`config.mk`:
```
export PLATFORM = sky130hd
export DESIGN_NAME = cipher_probe_seq
export DESIGN_NICKNAME = d
export VERILOG_FILES = /design/src/rtl/probe_seq_pkg.sv /design/src/rtl/trial_timer.sv /design/src/rtl/search_ctl.sv /design/src/rtl/cipher_probe_seq.sv
export SDC_FILE = /design/constraint.sdc
export NUM_CORES = 1
export LEC_CHECK = 0
export ABC_CLOCK_PERIOD_IN_PS = 4900
export BUFFER_PORTS_ARGS = -buffer_cell sky130_fd_sc_hd__buf_4
export CELL_PAD_IN_SITES_DETAIL_PLACEMENT = 1
export CELL_PAD_IN_SITES_GLOBAL_PLACEMENT = 2
export CORE_AREA = 2 2 129 118
export CTS_CLUSTER_DIAMETER = 150
export CTS_CLUSTER_SIZE = 28
export DETAILED_ROUTE_END_ITERATION = 10
export DIE_AREA = 0 0 131 120
export PLACE_DENSITY_LB_ADDON = 0.15
export REMOVE_ABC_BUFFERS = 1
export SLEW_MARGIN = 25
export SYNTH_ARGS = -nofsm -noshare
export SYNTH_HDL_FRONTEND = slang
export SYNTH_HIERARCHICAL = 1
export SYNTH_SLANG_ARGS = --single-unit
```
`constraint.sdc`:
```
create_clock -name clk -period 4.9 [get_ports clk]
set_clock_uncertainty 0.15 [all_clocks]
set_input_delay 0.98 -clock clk [delete_from_list [all_inputs] [get_ports clk]]
set_output_delay 0.98 -clock clk [all_outputs]
set_load 0.02 [all_outputs]
```
`src/rtl/probe_seq_pkg.sv`:
```
package probe_seq_pkg;
  typedef enum logic [1:0] {TM_IDLE, TM_RST, TM_RUN} tm_st_e;
  typedef enum logic [2:0] {SQ_IDLE, SQ_TRY_A, SQ_TRY_B, SQ_TABLE, SQ_DONE} sq_st_e;
  localparam logic [7:0] OPND_A = 8'h00;
  localparam logic [7:0] OPND_B = 8'h01;
endpackage

```
`src/rtl/trial_timer.sv`:
```
module trial_timer
  import probe_seq_pkg::*;
#(
  parameter int RST_CYC = 16,
  parameter int TGT_IDX = 8,
  parameter int OBS_CYC = 4
) (
  input  logic        clk,
  input  logic        rst,
  input  logic        go_i,
  input  logic        bus_cyc_i,
  input  logic        long_i,
  input  logic [31:0] bytes_i,
  output logic        cpu_rst_o,
  output logic        ovr_en_o,
  output logic [7:0]  ovr_data_o,
  output logic        end_o
);
  localparam int RW = $clog2(RST_CYC + 1);
  localparam int BW = $clog2(TGT_IDX + OBS_CYC + 6);

  tm_st_e          st, st_nx;
  logic [RW-1:0]   rcnt;
  logic [BW-1:0]   bcnt, bcnt_nx, last, rel;
  logic            end_nx, win;
  logic [1:0]      slot;

  always_comb begin
    st_nx   = st;
    bcnt_nx = bcnt;
    end_nx  = 1'b0;
    last    = BW'(TGT_IDX + OBS_CYC + 2) + BW'(long_i);
    case (st)
      TM_IDLE: if (go_i) begin st_nx = TM_RST; bcnt_nx = '0; end
      TM_RST:  if (rcnt == RW'(RST_CYC - 1)) begin st_nx = TM_RUN; bcnt_nx = '0; end
      TM_RUN: begin
        if (bus_cyc_i) begin
          if (bcnt == last) begin
            st_nx  = TM_IDLE;
            end_nx = 1'b1;
          end else begin
            bcnt_nx = bcnt + 1'b1;
          end
        end
      end
      default: st_nx = TM_IDLE;
    endcase
    rel  = bcnt_nx - BW'(TGT_IDX);
    win  = (st_nx == TM_RUN) && (bcnt_nx >= BW'(TGT_IDX)) &&
           (rel < (BW'(3) + BW'(long_i)));
    slot = rel[1:0];
  end

  always_ff @(posedge clk) begin
    if (rst) begin
      st         <= TM_IDLE;
      rcnt       <= '0;
      bcnt       <= '0;
      cpu_rst_o  <= 1'b1;
      ovr_en_o   <= 1'b0;
      ovr_data_o <= '0;
      end_o      <= 1'b0;
    end else begin
      st         <= st_nx;
      rcnt       <= (st == TM_RST) ? rcnt + 1'b1 : '0;
      bcnt       <= bcnt_nx;
      cpu_rst_o  <= (st_nx != TM_RUN);
      ovr_en_o   <= win;
      ovr_data_o <= win ? bytes_i[slot*8 +: 8] : 8'h00;
      end_o      <= end_nx;
    end
  end
endmodule

```
`src/rtl/search_ctl.sv`:
```
module search_ctl
  import probe_seq_pkg::*;
#(
  parameter logic [7:0] PORT_RST = 8'hFF
) (
  input  logic        clk,
  input  logic        rst,
  input  logic        start_i,
  input  logic [15:0] seed_i,
  input  logic        pfx_en_i,
  input  logic [7:0]  pfx_byte_i,
  input  logic [7:0]  port_val_i,
  input  logic        cpu_rst_i,
  input  logic        end_i,
  output logic        go_o,
  output logic        long_o,
  output logic [31:0] bytes_o,
  output logic        tbl_we_o,
  output logic [7:0]  tbl_addr_o,
  output logic [7:0]  tbl_data_o,
  output logic        done_o,
  output logic        ok_o
);
  sq_st_e      st;
  logic [15:0] pair;
  logic [7:0]  opnd, v0, hval, pfx_b, cur_op;
  logic        hit;

  always_comb begin
    case (st)
      SQ_TRY_A: cur_op = OPND_A;
      SQ_TRY_B: cur_op = OPND_B;
      default:  cur_op = opnd;
    endcase
    if (long_o) bytes_o = {cur_op, pair[7:0], pair[15:8], pfx_b};
    else        bytes_o = {8'h00, cur_op, pair[7:0], pair[15:8]};
  end

  always_ff @(posedge clk) begin
    if (rst) begin
      st <= SQ_IDLE; pair <= '0; opnd <= '0; v0 <= '0; hval <= '0;
      pfx_b <= '0; long_o <= 1'b0; hit <= 1'b0; go_o <= 1'b0;
      tbl_we_o <= 1'b0; tbl_addr_o <= '0; tbl_data_o <= '0;
      done_o <= 1'b0; ok_o <= 1'b0;
    end else begin
      go_o     <= 1'b0;
      tbl_we_o <= 1'b0;
      if (!cpu_rst_i && !hit && port_val_i != PORT_RST) begin
        hit  <= 1'b1;
        hval <= port_val_i;
      end
      case (st)
        SQ_IDLE, SQ_DONE: begin
          if (start_i) begin
            pair <= seed_i; long_o <= pfx_en_i; pfx_b <= pfx_byte_i;
            st <= SQ_TRY_A; go_o <= 1'b1; hit <= 1'b0;
            done_o <= 1'b0; ok_o <= 1'b0;
          end
        end
        SQ_TRY_A: if (end_i) begin
          hit <= 1'b0;
          if (hit) begin
            v0 <= hval; st <= SQ_TRY_B; go_o <= 1'b1;
          end else if (pair == 16'hFFFF) begin
            st <= SQ_DONE; done_o <= 1'b1;
          end else begin
            pair <= pair + 1'b1; go_o <= 1'b1;
          end
        end
        SQ_TRY_B: if (end_i) begin
          hit <= 1'b0;
          if (hit && hval != v0) begin
            st <= SQ_TABLE; opnd <= '0; go_o <= 1'b1;
          end else if (pair == 16'hFFFF) begin
            st <= SQ_DONE; done_o <= 1'b1;
          end else begin
            pair <= pair + 1'b1; st <= SQ_TRY_A; go_o <= 1'b1;
          end
        end
        SQ_TABLE: if (end_i) begin
          hit        <= 1'b0;
          tbl_we_o   <= 1'b1;
          tbl_addr_o <= opnd;
          tbl_data_o <= hit ? hval : PORT_RST;
          if (opnd == 8'hFF) begin
            st <= SQ_DONE; done_o <= 1'b1; ok_o <= 1'b1;
          end else begin
            opnd <= opnd + 1'b1; go_o <= 1'b1;
          end
        end
        default: st <= SQ_IDLE;
      endcase
    end
  end
endmodule

```
`src/rtl/cipher_probe_seq.sv`:
```
module cipher_probe_seq #(
  parameter int         RST_CYC  = 16,
  parameter int         TGT_IDX  = 8,
  parameter int         OBS_CYC  = 4,
  parameter logic [7:0] PORT_RST = 8'hFF
) (
  input  logic        clk,
  input  logic        rst,
  input  logic        start_i,
  input  logic [15:0] seed_i,
  input  logic        pfx_en_i,
  input  logic [7:0]  pfx_byte_i,
  input  logic        bus_cyc_i,
  input  logic [7:0]  port_val_i,
  output logic        cpu_rst_o,
  output logic        ovr_en_o,
  output logic [7:0]  ovr_data_o,
  output logic        tbl_we_o,
  output logic [7:0]  tbl_addr_o,
  output logic [7:0]  tbl_data_o,
  output logic        done_o,
  output logic        ok_o
);
  logic        go, long_sel, trial_end;
  logic [31:0] sub_bytes;

  trial_timer #(.RST_CYC(RST_CYC), .TGT_IDX(TGT_IDX), .OBS_CYC(OBS_CYC)) u_tmr (
    .clk(clk), .rst(rst), .go_i(go), .bus_cyc_i(bus_cyc_i), .long_i(long_sel),
    .bytes_i(sub_bytes), .cpu_rst_o(cpu_rst_o), .ovr_en_o(ovr_en_o),
    .ovr_data_o(ovr_data_o), .end_o(trial_end)
  );

  search_ctl #(.PORT_RST(PORT_RST)) u_ctl (
    .clk(clk), .rst(rst), .start_i(start_i), .seed_i(seed_i),
    .pfx_en_i(pfx_en_i), .pfx_byte_i(pfx_byte_i), .port_val_i(port_val_i),
    .cpu_rst_i(cpu_rst_o), .end_i(trial_end), .go_o(go), .long_o(long_sel),
    .bytes_o(sub_bytes), .tbl_we_o(tbl_we_o), .tbl_addr_o(tbl_addr_o),
    .tbl_data_o(tbl_data_o), .done_o(done_o), .ok_o(ok_o)
  );
endmodule

```
==> summary.txt <==
Layout
  • Commonest non-fill, non-tap cells in the layout: nand2_1, dfxtp_1, buf_4
  • Layout net count: 726
  • Fillers: 1744
  • Most common cell after layout, fill and taps aside: nand2_1
  • Share of layout cells above drive strength 1: 18.5%
  • Post-route cell area: 6090 sq um
  • Diode count: 0
  • Area grow syn2layout: 16.2%

Route
  • Avg WL per Cell: between 15 and 20 microns
  • Vias: 4762
  • DRT Pass-1 Iters: 4
  • Antenna viol nets, final: 0
  • Residual DRC: 0
  • DR iter-0 viols: 190
  • Via/cell ratio: 5.39
  • Routed wire length: 15300 microns

Yosys
  • Area leader, netlist: dfxtp_1
  • Number of enable flip-flop cells after synthesis: 0
  • Main flop type after synthesis: dfxtp_1
  • Synthesis-stage register bit count: between 90 and 100
  • Seq/Total Area, Yosys: 36.7%
  • Syn Inst Count: 647
  • Asr flop ratio synth: 0%
  • Syn_area_per_cell: 8.10 sq um
  • Mapped cell area: 5240 sq um
  • Yosys top cell area share: 36.7%
  • Yosys cell types: 64
  • Ys Warns: 6
  • Top cells by area, synth: dfxtp_1, nand2_1, a21oi_1

Power and ir drop
  • LEAKAGE: roughly 2.2 nW
  • Sw frac: between 20% and 30%
  • Combinational share of power: about an eighth
  • Clk network pwr share: around 40%
  • Int Pwr: ~1.3 mW
  • Net switching power: 0.484 mW
  • Seq pwr share: 47.9%
  • Pwr per Cell Area: 290 nW/um^2
  • Maximum vdd ir drop: about 0.19 mV
  • Design Power: 1.77 mW

STA
  • FMAX: about 290 MHz
  • Final worst path period share: 70.4%
  • Final min period: 3.45 ns
  • Final Max Tran Viols: 0
  • Final Hold Vio Count: 0
  • Setup-failing EPs final: 0
  • RSZ-0062 raised after global routing: false
  • Rel. slew slack: 35.1%
  • Slew at the pin with the worst max-slew slack: 0.966 ns
  • Setup TNS: 0 ns
  • Hold Slack: 0.303 ns

Clock tree
  • Reg clk slew, reported paths: 0.07 ns
  • Root Buffer: clkbuf_16
  • H-tree Lvls: 3
  • Setup Buffers After CTS: 0
  • CTS tree: done
  • TritonCTS Buffers: 9
  • CTS Hold Buffers Added: 0
  • CTS Buffer Depth: 2
  • CTS Sinks: 96
  • CTS-repair resized insts: 0
  • Clk Latency, worst-skew pair: 0.35 ns

Global routing
  • First-pass GRT wire length: 25200 microns
  • Total grt overflow: 0
  • GRT Util Overall: 20.5%
  • Number of global-route vias before repair: 5000
  • Initial antenna violation count: 1
  • Largest net degree at the start of global routing: 52

Status
  • Status: finished clean

Worst hold path
  • Hold Crit Class: register to register

Setup path
  • WS Path Type: register to register
  • Worst EP required: 5.00 ns
  • Crit Path Max Fanout: 18
  • Arrival time at the worst endpoint: 3.55 ns
  • CP Capture Type: register
  • Startpoint Class: register

Die
  • IO Count: 66
  • Die width: 131 microns
  • Die height: 120 microns
  • Core area: ~14000 sq um
  • Row count: 42
  • Die area: 15700 sq um
  • Starting Density: 36.3%

Job
  • Max Cap Viol: 0

Place
  • RePlAce Congestion: 0.837
  • DPL Wire Length: between 10000 and 15000 microns
  • Port Buffers: 65
  • DP Area: 5810 sq um
## power by group through the flow
| stage | logic [mW] | clock network [mW] | registers [mW] |
|---|---|---|---|
| floorplan | 0.127 | 0 | 0.852 |
| global placement | 0.207 | 0 | 0.863 |
| detailed placement | 0.213 | 0 | 0.864 |
| CTS | 0.214 | 0.732 | 0.846 |
| global route | 0.240 | 0.763 | 0.851 |
| finish | 0.213 | 0.707 | 0.847 |
## metal layers
metal | up-vias | share of wire [%] | GRT usage, %
met3 | 15 | 3.3 | 4.59
met1 | 2304 | 49 | 27.3
met5 | - | 0 | 0
li1 | 2371 | - | -
met2 | 72 | 47 | 33.3
met4 | 0 | 1.3 | 5.32
## cell usage after synthesis (all sizes together), types with 5 or more instances
cell type	instances
a211oi	26
a21oi	59
a41oi	5
and3	20
buf	17
clkbuf	30
dfxtp	96
ha	7
inv	10
mux2	16
mux2i	19
nand2	102
nand2b	16
nand3	19
nand4	14
nor2	51
nor2b	11
nor3	11
nor4b	9
o21ai	40
o22ai	6
xnor2	18
## kinds of logic (layout without fill, tap and decap cells)
logic type / count (synthesis) / count (layout) / synth area share [%]
flops: 96 / 96 / 36.7
compound gates: 161 / 161 / 19.4
simple gates: 270 / 270 / 26.3
mux: 35 / 35 / 7.30
fa+ha+maj: 8 / 8 / 1.86
buf+inv: 57 / 96 / 5.01
xor+xnor: 20 / 20 / 3.48
## path summary, 6_finish.rpt
kind | start | endpoint | slack [ns] | cells after the start
setup / recovery | u_tmr/rcnt[0]$_SDFF_PP0_ | u_tmr/ovr_data_o[3]$_SDFF_PP0_ | 1.45 | 14
hold / removal | u_ctl/pfx_b[5]$_SDFFE_PP0P_ | u_ctl/pfx_b[5]$_SDFFE_PP0P_ | 0.30 | 2
setup reg to reg | u_tmr/rcnt[0]$_SDFF_PP0_ | u_tmr/ovr_data_o[3]$_SDFF_PP0_ | 1.45 | 14
hold reg to reg | u_ctl/pfx_b[5]$_SDFFE_PP0P_ | u_ctl/pfx_b[5]$_SDFFE_PP0P_ | 0.30 | 2
## critical path: stages, from the launching register on
cell	delay, ns
dfxtp_1	0.33
ha_1	0.23
and3_1	0.19
ha_1	0.21
mux2i_1	0.19
o211ai_1	0.11
o21a_1	0.13
buf_4	0.20
inv_4	0.18
ha_1	0.30
nand3_1	0.10
and3_1	0.15
nand4_1	0.14
a311oi_4	0.44
nor4b_2	0.30
## sequential cells by signal (all words and copies together), names as in the netlist, 2 cells and up
signal / count
u_tmr/ovr_data_o: 8
u_ctl/v0: 8
u_ctl/pair: 16
u_tmr/bcnt: 5
u_ctl/tbl_data_o: 8
u_ctl/st: 3
u_tmr/st: 2
u_ctl/tbl_addr_o: 8
u_ctl/hval: 8
u_ctl/opnd: 8
u_ctl/pfx_b: 8
u_tmr/rcnt: 5
## area by class of cell
type                    instances  area, sq um  share of cell area (%)
flip-flops and latches         96         1920                    31.5
repair buffers                 71          533                    8.75
multi-input cells             494         3060                    50.3
clock inverters                 5         58.8                   0.965
inverters                      10         40.0                   0.657
clock buffers                  10          229                    3.76
well taps                     198          248                    4.07
## per-stage QoR
step	util, %	std cells	worst slack, ns
3_3_place_gp	40.2	869	1.40
3_5_place_dp	40.2	869	1.24
2_1_floorplan	-	600	1.39
6_report	42.2	884	1.45
4_1_cts	42.2	884	1.45
5_1_grt	42.2	884	1.20
No activity file was read; power rests on OpenSTA's default activity.
